[src/rtl/trap_msr_core.sv]
module trap_msr_core #(
  parameter int HV_BIT = 3,
  parameter int EE_BIT = 48,
  parameter int PR_BIT = 49,
  parameter int ME_BIT = 51,
  parameter int IR_BIT = 58,
  parameter int DR_BIT = 59
) (
  input  logic [1:0]  op_i,
  input  logic [63:0] cia_i,
  input  logic [63:0] msr_i,
  input  logic [63:0] srr0_i,
  input  logic [63:0] srr1_i,
  output logic [63:0] nia_o,
  output logic        nia_ok,
  output logic [63:0] msr_o,
  output logic        msr_ok,
  output logic [63:0] srr0_o,
  output logic        srr0_ok,
  output logic [63:0] srr1_o,
  output logic        srr1_ok
);
  localparam int W = 64;
  localparam logic [1:0] OP_TRAP = 2'b01;
  localparam logic [1:0] OP_RET  = 2'b10;
  localparam int HV = W - 1 - HV_BIT;
  localparam int EE = W - 1 - EE_BIT;
  localparam int PR = W - 1 - PR_BIT;
  localparam int ME = W - 1 - ME_BIT;
  localparam int IR = W - 1 - IR_BIT;
  localparam int DR = W - 1 - DR_BIT;

  function automatic logic [W-1:0] keep_mask();
    logic [W-1:0] m;
    for (int n = 0; n < W; n++)
      m[W-1-n] = !((n >= 33 && n <= 36) || (n >= 42 && n <= 47));
    return m;
  endfunction

  localparam logic [W-1:0] SRR1_KEEP = keep_mask();

  logic is_trap, is_ret;
  logic [W-1:0] merged;

  assign is_trap = (op_i == OP_TRAP);
  assign is_ret  = (op_i == OP_RET);

  assign srr0_ok = is_trap;
  assign srr1_ok = is_trap;
  assign nia_ok  = is_ret;
  assign msr_ok  = is_ret;

  assign srr0_o = cia_i + 64'd4;
  assign srr1_o = msr_i & SRR1_KEEP;
  assign nia_o  = {srr0_i[W-1:2], 2'b00};

  always_comb begin
    merged     = srr1_i;
    merged[HV] = srr1_i[HV] & msr_i[HV];
    merged[EE] = srr1_i[EE] | srr1_i[PR];
    merged[IR] = srr1_i[IR] | srr1_i[PR];
    merged[DR] = srr1_i[DR] | srr1_i[PR];
    merged[ME] = msr_i[HV] ? srr1_i[ME] : msr_i[ME];
  end

  assign msr_o = merged;

  always_comb begin
    if (op_i == 2'b00 || op_i == 2'b11)
      AST_IDLE_QUIET: assert (!nia_ok && !msr_ok && !srr0_ok && !srr1_ok);
    if (nia_ok)
      AST_NIA_ALIGNED: assert (nia_o[1:0] == 2'b00);
    if (msr_ok && msr_i[HV] == 1'b0)
      AST_HV_NO_GAIN: assert (msr_o[HV] == 1'b0);
    if (msr_ok && msr_o[PR])
      AST_PROBLEM_ENABLES: assert (msr_o[EE] && msr_o[IR] && msr_o[DR]);
    if (msr_ok && msr_i[HV] == 1'b0)
      AST_ME_LOCKED: assert (msr_o[ME] == msr_i[ME]);
    if (srr1_ok)
      AST_SRR1_HOLES: assert ((srr1_o & ~SRR1_KEEP) == '0);
    if (srr0_ok || srr1_ok)
      AST_EXCLUSIVE: assert (!nia_ok && !msr_ok);
  end
endmodule

[config.mk]
export PLATFORM = sky130hd
export DESIGN_NAME = trap_msr_core
export DESIGN_NICKNAME = d
export VERILOG_FILES = /design/src/rtl/trap_msr_core.sv
export SDC_FILE = /design/constraint.sdc
export NUM_CORES = 1
export LEC_CHECK = 0
export BUFFER_PORTS_ARGS = -buffer_cell sky130_fd_sc_hd__buf_2
export CORE_AREA = 8 8 196 198
export DETAILED_ROUTE_END_ITERATION = 10
export DIE_AREA = 0 0 204 206
export PLACE_DENSITY = 0.44
export SYNTH_ARGS = -nofsm -noshare
export SYNTH_HDL_FRONTEND = slang
export SYNTH_SLANG_ARGS = --single-unit
[constraint.sdc]
create_clock -name vclk -period 3.1
set_clock_uncertainty 0.1 [all_clocks]
set_input_delay 0.155 -clock vclk [all_inputs]
set_output_delay 0.155 -clock vclk [all_outputs]
set_load 0.01 [all_outputs]
==> results.ini <==
[timing]
tightest_slew_ns=0.5420
fmax_mhz=441.4
rsz0062_at_grt=false
period_needed_ns=2.265
slew_viol_final=0
fin_crit_sh_pct=73.08
setup_violations=0
final_hold_viol_count=0
setup_tns_ns=0
max_slew_margin_pct=63.60

[cells_and_area]
layout_common_cells=buf_2, xor2_1, xnor2_1, nand2_1, nor2_1
drive_above_1_share_pct=49.73
layout.nets=631
final_common_cell=buf_2
clock_buffers=0
finalNonFillerCells=832
sequential_cell_total=0
area_growth_pct=-2.642
ff_latch_area_sq_um=0
utilization_pct=8.117

[placed_design]
placed_cells=831
io_buffers=146
gp_congestion=0.6981
dpl.hpwl_mm=12.09

[hold_path]
min_path_type=input port to output port

[power]
vdd_ir_drop_max_uv=28.06
switching_share_pct=59.17
power_frac_clock_pct=0
seqPwrFrac_pct=0
power_density_nw_per_um2=88.02
intPower_mw=0.1027
leakage_nw=1.160
p_total_mw=0.2516
p_comb_share_pct=100.0
power.switching_mw=0.1489

[setup_path]
cpMaxStageDelayCell=nor3_2
cp.required_ns=2.84
cp_cell_sequence=buf_2 > ha_1 > nand3_1 > buf_4 > nor3_2 > nand4b_2 > buf_4 > nor3_2 > xor2_1 > buf_2
cp-start-kind=input port
worstSetupPathType=input port to output port
worst-path-max-fanout=11
critPathMaxStageDelay_ns=0.34
endpoint_kind=output port
cp_data_arrival_time_ns=2.01

[die]
dieArea_sq_um=42020
start_util_pct=8.337
core_area_sq_um=35220
pin_count=518
die_x_um=204
num_rows=69
die_h_um=206

[grt]
track_usage_pct=5.709
grt_max_degree=16
grt_overflow_total=0
grt_pass1_wl_mm=17.48
grt_pass1_vias=2481
antenna_found_initial=4

[yosys]
ys_seq_area_share_pct=0
syn_inst=404
ys.warnings.count=0
avgSynthCellArea_sq_um=7.269
synth_cell_types=34
syn-cell-area_sq_um=2937

[detailed_routing]
num_vias=2325
ant_nets=0
drtIter0Drc=89
drt-total-wl_mm=13.48
drc_errors=0
wl_per_cell_um=16.20
viasPerCell=2.794
dr.pass1.iters=4

[run_status]
status=finished, final reports clean

[job]
drv_cap=0

[cts]
post_cts_resized=0
post-cts-setup-buffers=0
postCtsHoldBufs=0

-- area by class of cell --
class,count,area [sq um]
fill,4211,32360
multi-input combinational,207,1470
timing repair buffer,150,760.7
tap,461,576.8
inverter,13,48.80
antenna,1,2.502
-- worst paths after layout --
check	slack, ns	cells after the start	to	from
min	0.21	0	msr_o[13]	srr1_i[13]
max	0.83	10	srr0_o[40]	cia_i[2]
-- cells in the mapped netlist --
| library cell | count | share of area [%] |
|---|---|---|
| or3_4 | 1 | 0.38 |
| and4_1 | 2 | 0.60 |
| nand4b_2 | 1 | 0.51 |
| or2_2 | 3 | 0.64 |
| and3_1 | 3 | 0.64 |
| nor3_1 | 9 | 1.5 |
| ha_1 | 1 | 0.43 |
| and2_1 | 2 | 0.43 |
| conb_1 | 1 | 0.13 |
| nor4_2 | 2 | 0.85 |
| clkbuf_1 | 1 | 0.13 |
| nor2_1 | 23 | 2.9 |
| mux2_2 | 1 | 0.38 |
| buf_4 | 191 | 49 |
| inv_1 | 13 | 1.7 |
| nor2_2 | 1 | 0.21 |
| xnor2_1 | 27 | 8.1 |
| nor4_1 | 3 | 0.64 |
| or2_1 | 1 | 0.21 |
| buf_6 | 1 | 0.38 |
| and4_4 | 1 | 0.38 |
| nand4_1 | 12 | 2.6 |
| nor4_4 | 4 | 2.9 |
| nand2_1 | 23 | 2.9 |
| nand2b_1 | 1 | 0.21 |
| nor2b_1 | 2 | 0.43 |
| nand3_2 | 2 | 0.68 |
| nor3_2 | 13 | 4.4 |
| or3_1 | 1 | 0.21 |
| nand4_4 | 1 | 0.72 |
| nand4_2 | 4 | 1.7 |
| buf_2 | 2 | 0.34 |
| nand3_1 | 18 | 3.1 |
| xor2_1 | 33 | 9.8 |
-- cells by family (layout without fill, tap and decap cells) --
family	Yosys count	count (layout)	share of synthesized area, %
xor gates and xnor gates	60	60	17.90
adders and majority gates	1	1	0.4260
buffers and inverters	208	163	51.34
muxes	1	1	0.3834
other	1	13	0.1277
and+or+nand+nor	133	133	29.83
-- critical path, delay by kind of cell --
kind	cells	cell delay (ns)
adder cells (fa/ha/maj)	1	0.18
buffers and inverters	4	0.67
XOR/XNOR	1	0.18
AND/OR/NAND/NOR	4	0.81
-- power by group through the flow --
stage / Sequential, mW / Combinational, mW / Clock, mW
2_1_floorplan: 0 / 0.351 / 0
3_3_place_gp: 0 / 0.257 / 0
3_5_place_dp: 0 / 0.258 / 0
4_1_cts: 0 / 0.259 / 0
5_1_grt: 0 / 0.278 / 0.0000000431
6_report: 0 / 0.252 / 0.0000000431
-- layer usage --
metal | global-route usage [%] | part of all wire (%) | vias up
li1 | - | - | 1038
met1 | 5.662 | 32 | 949
met2 | 8.786 | 44 | 240
met3 | 4.044 | 18 | 90
met4 | 2.957 | 5.3 | 8
met5 | 0.9512 | 0.70 | -
-- through the flow --
stage / hold WS, ns / setup slack (ns) / cell area (sq um)
floorplan: 0.2535 / 1.365 / 2978
global placement: 0.2101 / 0.7393 / 2856
detailed placement: 0.2101 / 0.7193 / 2856
CTS: 0.2101 / 0.7219 / 2856
global route: 0.2100 / 0.5937 / 2859
finish: 0.2100 / 0.8347 / 2859
Power figures use the tool's default switching activity.
